===== src/rtl/tone_pkg.sv =====
package tone_pkg;

  // Clock cycles per half-period of the tone; never below 2 so the divider has a real count.
  function automatic int half_cycles(input int clk_hz, input int tone_hz);
    int h;
    h = clk_hz / (2 * tone_hz);
    return (h < 2) ? 2 : h;
  endfunction

  // Counter width able to hold 0 .. half-1.
  function automatic int count_bits(input int half);
    return (half > 2) ? $clog2(half) : 1;
  endfunction

endpackage


===== src/rtl/tone_sync.sv =====
module tone_sync #(
  parameter int STAGES = 2
) (
  input  logic clk,
  input  logic rst_n,
  input  logic async_i,
  output logic sync_o
);
  logic [STAGES-1:0] chain_q;

  generate
    for (genvar s = 0; s < STAGES; s++) begin : g_stage
      if (s == 0) begin : g_first
        always_ff @(posedge clk or negedge rst_n)
          if (!rst_n) chain_q[0] <= 1'b0;
          else        chain_q[0] <= async_i;
      end else begin : g_next
        always_ff @(posedge clk or negedge rst_n)
          if (!rst_n) chain_q[s] <= 1'b0;
          else        chain_q[s] <= chain_q[s-1];
      end
    end
  endgenerate

  assign sync_o = chain_q[STAGES-1];
endmodule


===== src/rtl/tone_divider.sv =====
module tone_divider #(
  parameter int HALF = 10
) (
  input  logic clk,
  input  logic rst_n,
  input  logic restart_i,
  input  logic run_i,
  output logic tick_o
);
  localparam int CW = tone_pkg::count_bits(HALF);
  localparam logic [CW-1:0] LAST = CW'(HALF - 1);

  logic [CW-1:0] cnt_q;
  logic          at_last;

  assign at_last = (cnt_q == LAST);
  assign tick_o  = run_i && at_last && !restart_i;

  always_ff @(posedge clk or negedge rst_n)
    if (!rst_n)                      cnt_q <= '0;
    else if (restart_i || !run_i)    cnt_q <= '0;
    else if (at_last)                cnt_q <= '0;
    else                             cnt_q <= cnt_q + 1'b1;

  // the count never leaves 0 .. HALF-1
  a_r2_count_in_range: assert property (@(posedge clk) disable iff (!rst_n)
    int'(cnt_q) < HALF);

  // a restart always begins the half-period from zero
  a_r5_restart_zero: assert property (@(posedge clk) disable iff (!rst_n)
    restart_i |=> (cnt_q == '0));
endmodule


===== src/rtl/tone_gate.sv =====
module tone_gate (
  input  logic clk,
  input  logic rst_n,
  input  logic master_en_i,
  input  logic req_i,
  input  logic tick_i,
  output logic start_o,
  output logic active_o,
  output logic tone_o
);
  logic active_q, phase_q;

  assign start_o  = master_en_i && req_i && !active_q;
  assign active_o = active_q;
  assign tone_o   = phase_q;

  always_ff @(posedge clk or negedge rst_n)
    if (!rst_n) begin
      active_q <= 1'b0;
      phase_q  <= 1'b0;
    end else if (!master_en_i) begin
      active_q <= 1'b0;
      phase_q  <= 1'b0;
    end else if (start_o) begin
      active_q <= 1'b1;
      phase_q  <= 1'b1;
    end else if (active_q && tick_i) begin
      if (req_i) phase_q <= ~phase_q;
      else begin
        active_q <= 1'b0;
        phase_q  <= 1'b0;
      end
    end

  // the tone goes high on the edge that sees the gate open
  a_r5_fast_start: assert property (@(posedge clk) disable iff (!rst_n)
    start_o |=> tone_o);

  // the tone level changes only at a boundary, a start or a master cut
  a_r6_no_runt: assert property (@(posedge clk) disable iff (!rst_n)
    !$stable(tone_o) |-> ($past(tick_i) || $past(start_o) || !$past(master_en_i)));

  // with the request held, every boundary flips the tone
  a_r3_keeps_toggling: assert property (@(posedge clk) disable iff (!rst_n)
    (master_en_i && active_q && tick_i && req_i) |=> (tone_o != $past(tone_o)));

  // withdrawing the request at a boundary leaves the tone low
  a_r6_stop_low: assert property (@(posedge clk) disable iff (!rst_n)
    (active_q && tick_i && !req_i) |=> !tone_o);
endmodule


===== src/rtl/tone_port_steer.sv =====
module tone_port_steer (
  input  logic clk,
  input  logic rst_n,
  input  logic master_en_i,
  input  logic tx_sel_i,
  output logic tx_en_o,
  output logic rx_en_o
);
  always_ff @(posedge clk or negedge rst_n)
    if (!rst_n) begin
      tx_en_o <= 1'b0;
      rx_en_o <= 1'b0;
    end else begin
      tx_en_o <= master_en_i &&  tx_sel_i;
      rx_en_o <= master_en_i && !tx_sel_i;
    end

  // the enables are never on together
  a_r8_exclusive: assert property (@(posedge clk) disable iff (!rst_n)
    $onehot0({tx_en_o, rx_en_o}));

  // with master on, the selected port follows the select bit
  a_r8_follow: assert property (@(posedge clk) disable iff (!rst_n)
    master_en_i |=> (tx_en_o == $past(tx_sel_i)) && (rx_en_o == !$past(tx_sel_i)));
endmodule


===== src/rtl/tone_gate_ctrl.sv =====
module tone_gate_ctrl #(
  parameter int CLK_HZ      = 200_000_000,
  parameter int TONE_HZ     = 22_000,
  parameter int SYNC_STAGES = 2
) (
  input  logic clk,
  input  logic rst_n,
  input  logic master_en_i,
  input  logic tone_en_i,
  input  logic mod_i,
  input  logic tx_sel_i,
  output logic tone_o,
  output logic tx_port_en_o,
  output logic rx_port_en_o
);
  localparam int HALF = tone_pkg::half_cycles(CLK_HZ, TONE_HZ);

  // Named internal events
  logic mod_sync;
  logic gate_req;
  logic gate_start;
  logic half_tick;
  logic tone_active;

  tone_sync #(.STAGES(SYNC_STAGES)) u_sync (
    .clk(clk), .rst_n(rst_n), .async_i(mod_i), .sync_o(mod_sync));

  // Continuous-tone bit wins; the pin only matters when the bit is clear
  assign gate_req = tone_en_i ? 1'b1 : mod_sync;

  tone_divider #(.HALF(HALF)) u_div (
    .clk(clk), .rst_n(rst_n), .restart_i(gate_start),
    .run_i(tone_active), .tick_o(half_tick));

  tone_gate u_gate (
    .clk(clk), .rst_n(rst_n), .master_en_i(master_en_i), .req_i(gate_req),
    .tick_i(half_tick), .start_o(gate_start), .active_o(tone_active),
    .tone_o(tone_o));

  tone_port_steer u_steer (
    .clk(clk), .rst_n(rst_n), .master_en_i(master_en_i), .tx_sel_i(tx_sel_i),
    .tx_en_o(tx_port_en_o), .rx_en_o(rx_port_en_o));

  // master off clears every output on the next edge
  a_r7_master_off: assert property (@(posedge clk) disable iff (!rst_n)
    !master_en_i |=> (!tone_o && !tx_port_en_o && !rx_port_en_o));

  // with the continuous bit on, a running tone is never stopped by the pin
  a_r3_bit_priority: assert property (@(posedge clk) disable iff (!rst_n)
    (master_en_i && tone_en_i && tone_active) |=> tone_active);

  // reset state (immediate, during reset)
  always_comb
    if (!rst_n) a_r1_reset_quiet: assert (!tone_o && !tx_port_en_o && !rx_port_en_o);
endmodule


===== config.mk =====
export PLATFORM = sky130hd
export DESIGN_NAME = tone_gate_ctrl
export DESIGN_NICKNAME = d
export VERILOG_FILES = /design/src/rtl/tone_pkg.sv /design/src/rtl/tone_sync.sv /design/src/rtl/tone_divider.sv /design/src/rtl/tone_gate.sv /design/src/rtl/tone_port_steer.sv /design/src/rtl/tone_gate_ctrl.sv
export SDC_FILE = /design/constraint.sdc
export NUM_CORES = 1
export LEC_CHECK = 0
export ABC_CLOCK_PERIOD_IN_PS = 2650
export BUFFER_PORTS_ARGS = -buffer_cell sky130_fd_sc_hd__buf_2
export CAP_MARGIN = 10
export CORE_MARGIN = 2
export CORE_UTILIZATION = 63
export CTS_BUF_LIST = sky130_fd_sc_hd__clkbuf_4 sky130_fd_sc_hd__clkbuf_8
export DETAILED_ROUTE_END_ITERATION = 10
export MAX_ROUTING_LAYER = met4
export PLACE_DENSITY_LB_ADDON = 0.05
export SYNTH_ARGS = -nofsm -noshare
export SYNTH_HDL_FRONTEND = slang
export SYNTH_SLANG_ARGS = --single-unit

===== constraint.sdc =====
create_clock -name clk -period 2.65 [get_ports clk]
set_input_delay 0.3975 -clock clk [delete_from_list [all_inputs] [get_ports clk]]
set_output_delay 0.3975 -clock clk [all_outputs]
set_load 0.01 [all_outputs]

==> results by group <==
Die
  • Starting Density: about two thirds
  • Chip height: about 41 um
  • Core box area: approximately 1300 um^2
  • Die W: around 41 um
  • Die Area: 1700 um^2
  • Row count: 13
  • I/O pin count: 9

Setup path
  • WP data required: 2820 ps
  • Crit path capture type: flip-flop
  • Reg-to-reg endpoint: u_gate.active_o$_DFFE_PN0P_
  • Path depth of the worst reg2reg path: 6
  • Setup CP Type: reg -> reg
  • R2r setup slk: around 1100 ps
  • Setup crit start: u_div.cnt_q[0]$_DFF_PN0_
  • R2r startpoint: u_div.cnt_q[0]$_DFF_PN0_
  • Setup crit start kind: flip-flop
  • Crit Path Max Fanout: 13
  • Setup crit end: u_gate.active_o$_DFFE_PN0P_
  • Arr. time, crit path: 1710 ps

Yosys
  • Synth Instances: 79
  • Ys Warns: 0
  • Post-Syn Area per Cell: around 11 um^2
  • Syn_nets: 87
  • Seq/Total Area, Yosys: a little over half
  • Count of state elements after synthesis: 19
  • Mapped Area: a little under 900 um^2
  • Cell variety after synth: 23

Placed design
  • HPWL Detailed: 963 um
  • I/O Buffers: 8
  • GPL Wtd Cong: between 0.7 and 0.8
  • Pre-CTS setup slack: about 1100 ps

Clocking
  • # clock sinks: 19
  • Skew-Pair Late Insertion Delay: just under 300 ps
  • Root Driver: clkbuf_4
  • Hold buffers post-CTS: 0
  • Worst-case clock buffer depth: 2
  • Post-CTS Setup Inserts: 0
  • CTS tree: yes
  • Reg clk slew, reported paths: roughly 100 ps
  • Num CTS Buffers: 3
  • Post-CTS Resized: 0
  • H-tree levels: 1

Power and ir drop
  • Gate power share: ~6.4%
  • Clock power frac: a little under a third
  • Sequential share of power: 62.5%
  • LEAKAGE: between 0.4 and 0.5 nW
  • VDD IR max: around 0.48 mV
  • Switch share: between 20% and 30%
  • Pwr dens: slightly above 500 nW/um^2
  • Power Internal: 0.380 mW
  • Net Switching: around 0.11 mW

Global routing
  • Grt ovf: 0
  • GR Layer Usage met2: 31.3%
  • GR peak layer: met2
  • First-pass GRT wire length: 2200 um
  • GRT Total Usage: 21.4%
  • Vias in the first global route: roughly 530
  • Largest net degree at the start of global routing: 20
  • Initial antenna violation count: 0
  • Met3 Usage GRT: 4.89%
  • Met1 Track Usage GR: 26.2%

Status
  • Status: complete, no violations

Layout
  • P&R area growth vs syn: 8.88%
  • Nets: about 100
  • Ratio of cells with drive above 1 in the final layout: 17.8%
  • ANT cells: 0

STA
  • Worst-margin pin slew: around 400 ps
  • Skew final: 1.66 ps
  • Max transition margin: between 70% and 80%
  • RSZ-0062 raised after global routing: false
  • Min Tclk post-route: around 1500 ps
  • Worst setup margin: 1110 ps
  • Final Hold Fails: 0
  • Max frequency: 648 MHz
  • Setup tns final: 0 ps
  • Fin crit share: roughly three fifths
  • Count of pins over their slew limit: 0
  • Final setup viols: 0

Routing
  • TritonRoute pass-1 iters: 5
  • Wirelength per Cell: approximately 13 um
  • DRC errors left: 0
  • Vias per inst: ~5.5
  • Vias: between 500 and 600
  • Initial drt markers: 23
  • DRT Wirelength: 1390 um
  • Antenna-violating nets left: 0

Job
  • MaxCap Viol Count: 0

Hold path
  • Worst Hold Class: in -> async
-- through the flow --
step                power [mW]  std cells  cell area, um^2  util, %  hold slack [ps]
CTS                      0.493        105              951     73.1             24.0
global route             0.511        105              951     73.1             45.1
detailed placement       0.342        101              921     70.8              347
floorplan                0.328         79              873        -              102
finish                   0.488        105              951     73.1             19.8
global placement         0.341        101              921     70.8              344
-- synthesized netlist by cell type (all sizes together) --
cell type | number | share of area [%]
nor2 | 16 | 7.2
inv | 4 | 1.7
and3 | 1 | 0.72
nand3 | 5 | 2.9
nand2 | 4 | 2.0
a21oi | 1 | 0.57
nor3 | 4 | 2.3
xnor2 | 9 | 9.0
nor2b | 1 | 0.72
nor4bb | 2 | 2.3
ha | 2 | 2.9
a21boi | 1 | 0.86
o31ai | 1 | 0.86
dfrtp | 19 | 54
nor4b | 1 | 1.0
buf | 1 | 1.3
nand4 | 2 | 3.2
xor2 | 3 | 3.0
and2 | 1 | 0.72
nor4 | 1 | 2.4
-- final cells by class --
type / instances / area, um^2
tap: 15 / 18.8
inverter: 4 / 15.0
timing repair buffer: 8 / 40.0
clock buffer: 4 / 30.0
sequential: 19 / 475
multi-input combinational: 55 / 372
fill: 88 / 350
-- cells in the final DEF (no fill, tap or decap), drive strengths merged --
master / Yosys / routed
clkbuf: 0 / 4
xnor2: 9 / 9
nor2: 16 / 16
nor3: 4 / 4
o31ai: 1 / 1
nand4: 2 / 2
dfrtp: 19 / 19
nor2b: 1 / 1
nand3: 5 / 5
a21oi: 1 / 1
nor4bb: 2 / 2
a21boi: 1 / 1
xor2: 3 / 3
and2: 1 / 1
nor4b: 1 / 1
ha: 2 / 2
nand2: 4 / 4
inv: 4 / 4
nor4: 1 / 1
buf: 1 / 8
and3: 1 / 1
-- power by group through the flow --
stage | Combinational [mW] | Sequential, mW | Clock, mW
6_report | 0.0311 | 0.305 | 0.152
3_5_place_dp | 0.0315 | 0.311 | 0
2_1_floorplan | 0.0169 | 0.311 | 0
4_1_cts | 0.0319 | 0.305 | 0.156
3_3_place_gp | 0.0310 | 0.310 | 0
5_1_grt | 0.0368 | 0.306 | 0.168
-- state kept, by name (all words and copies together), names as in the netlist --
register,cells
u_sync.chain_q,1
u_steer.tx_en_o,1
u_gate.active_o,1
u_div.cnt_q,13
u_gate.tone_o,1
u_steer.rx_en_o,1
u_sync.sync_o,1
-- metal layers --
layer | vias up | share of wire, %
li1 | 287 | -
met1 | 276 | 49
met2 | 11 | 46
met3 | 4 | 3.5
met4 | 0 | 1.8
met5 | - | 0
-- how the worst min path moves through the flow --
| stage | startpoint | end | slack [ps] | cells past startpoint |
|---|---|---|---|---|
| after CTS | rst_n | u_steer.rx_en_o$_DFF_PN0_ | 20 | 1 |
| final | rst_n | u_steer.tx_en_o$_DFF_PN0_ | 20 | 1 |
| after detailed placement | rst_n | u_div.cnt_q[4]$_DFF_PN0_ | 350 | 1 |
| after floorplan | rst_n | u_div.cnt_q[0]$_DFF_PN0_ | 100 | 0 |
| after global placement | rst_n | u_div.cnt_q[2]$_DFF_PN0_ | 340 | 1 |
| after global routing | rst_n | u_div.cnt_q[1]$_DFF_PN0_ | 50 | 1 |
-- worst max-delay path, cell delays in order (launching register included) --
cell and delay (ps):
dfrtp_1 420, inv_1 70, ha_1 130, nor4b_1 220
nand3_1 180, nand2_2 270, a21boi_0 130
-- kinds of logic after synthesis --
logic type | after synthesis | share of synthesized area [%]
simple gates | 38 | 25.4
compound gates | 3 | 2.29
flops | 19 | 54.4
buf+inv | 5 | 3.01
fa+ha+maj | 2 | 2.86
xor+xnor | 12 | 12.0
No activity file was read; power rests on OpenSTA's default activity.
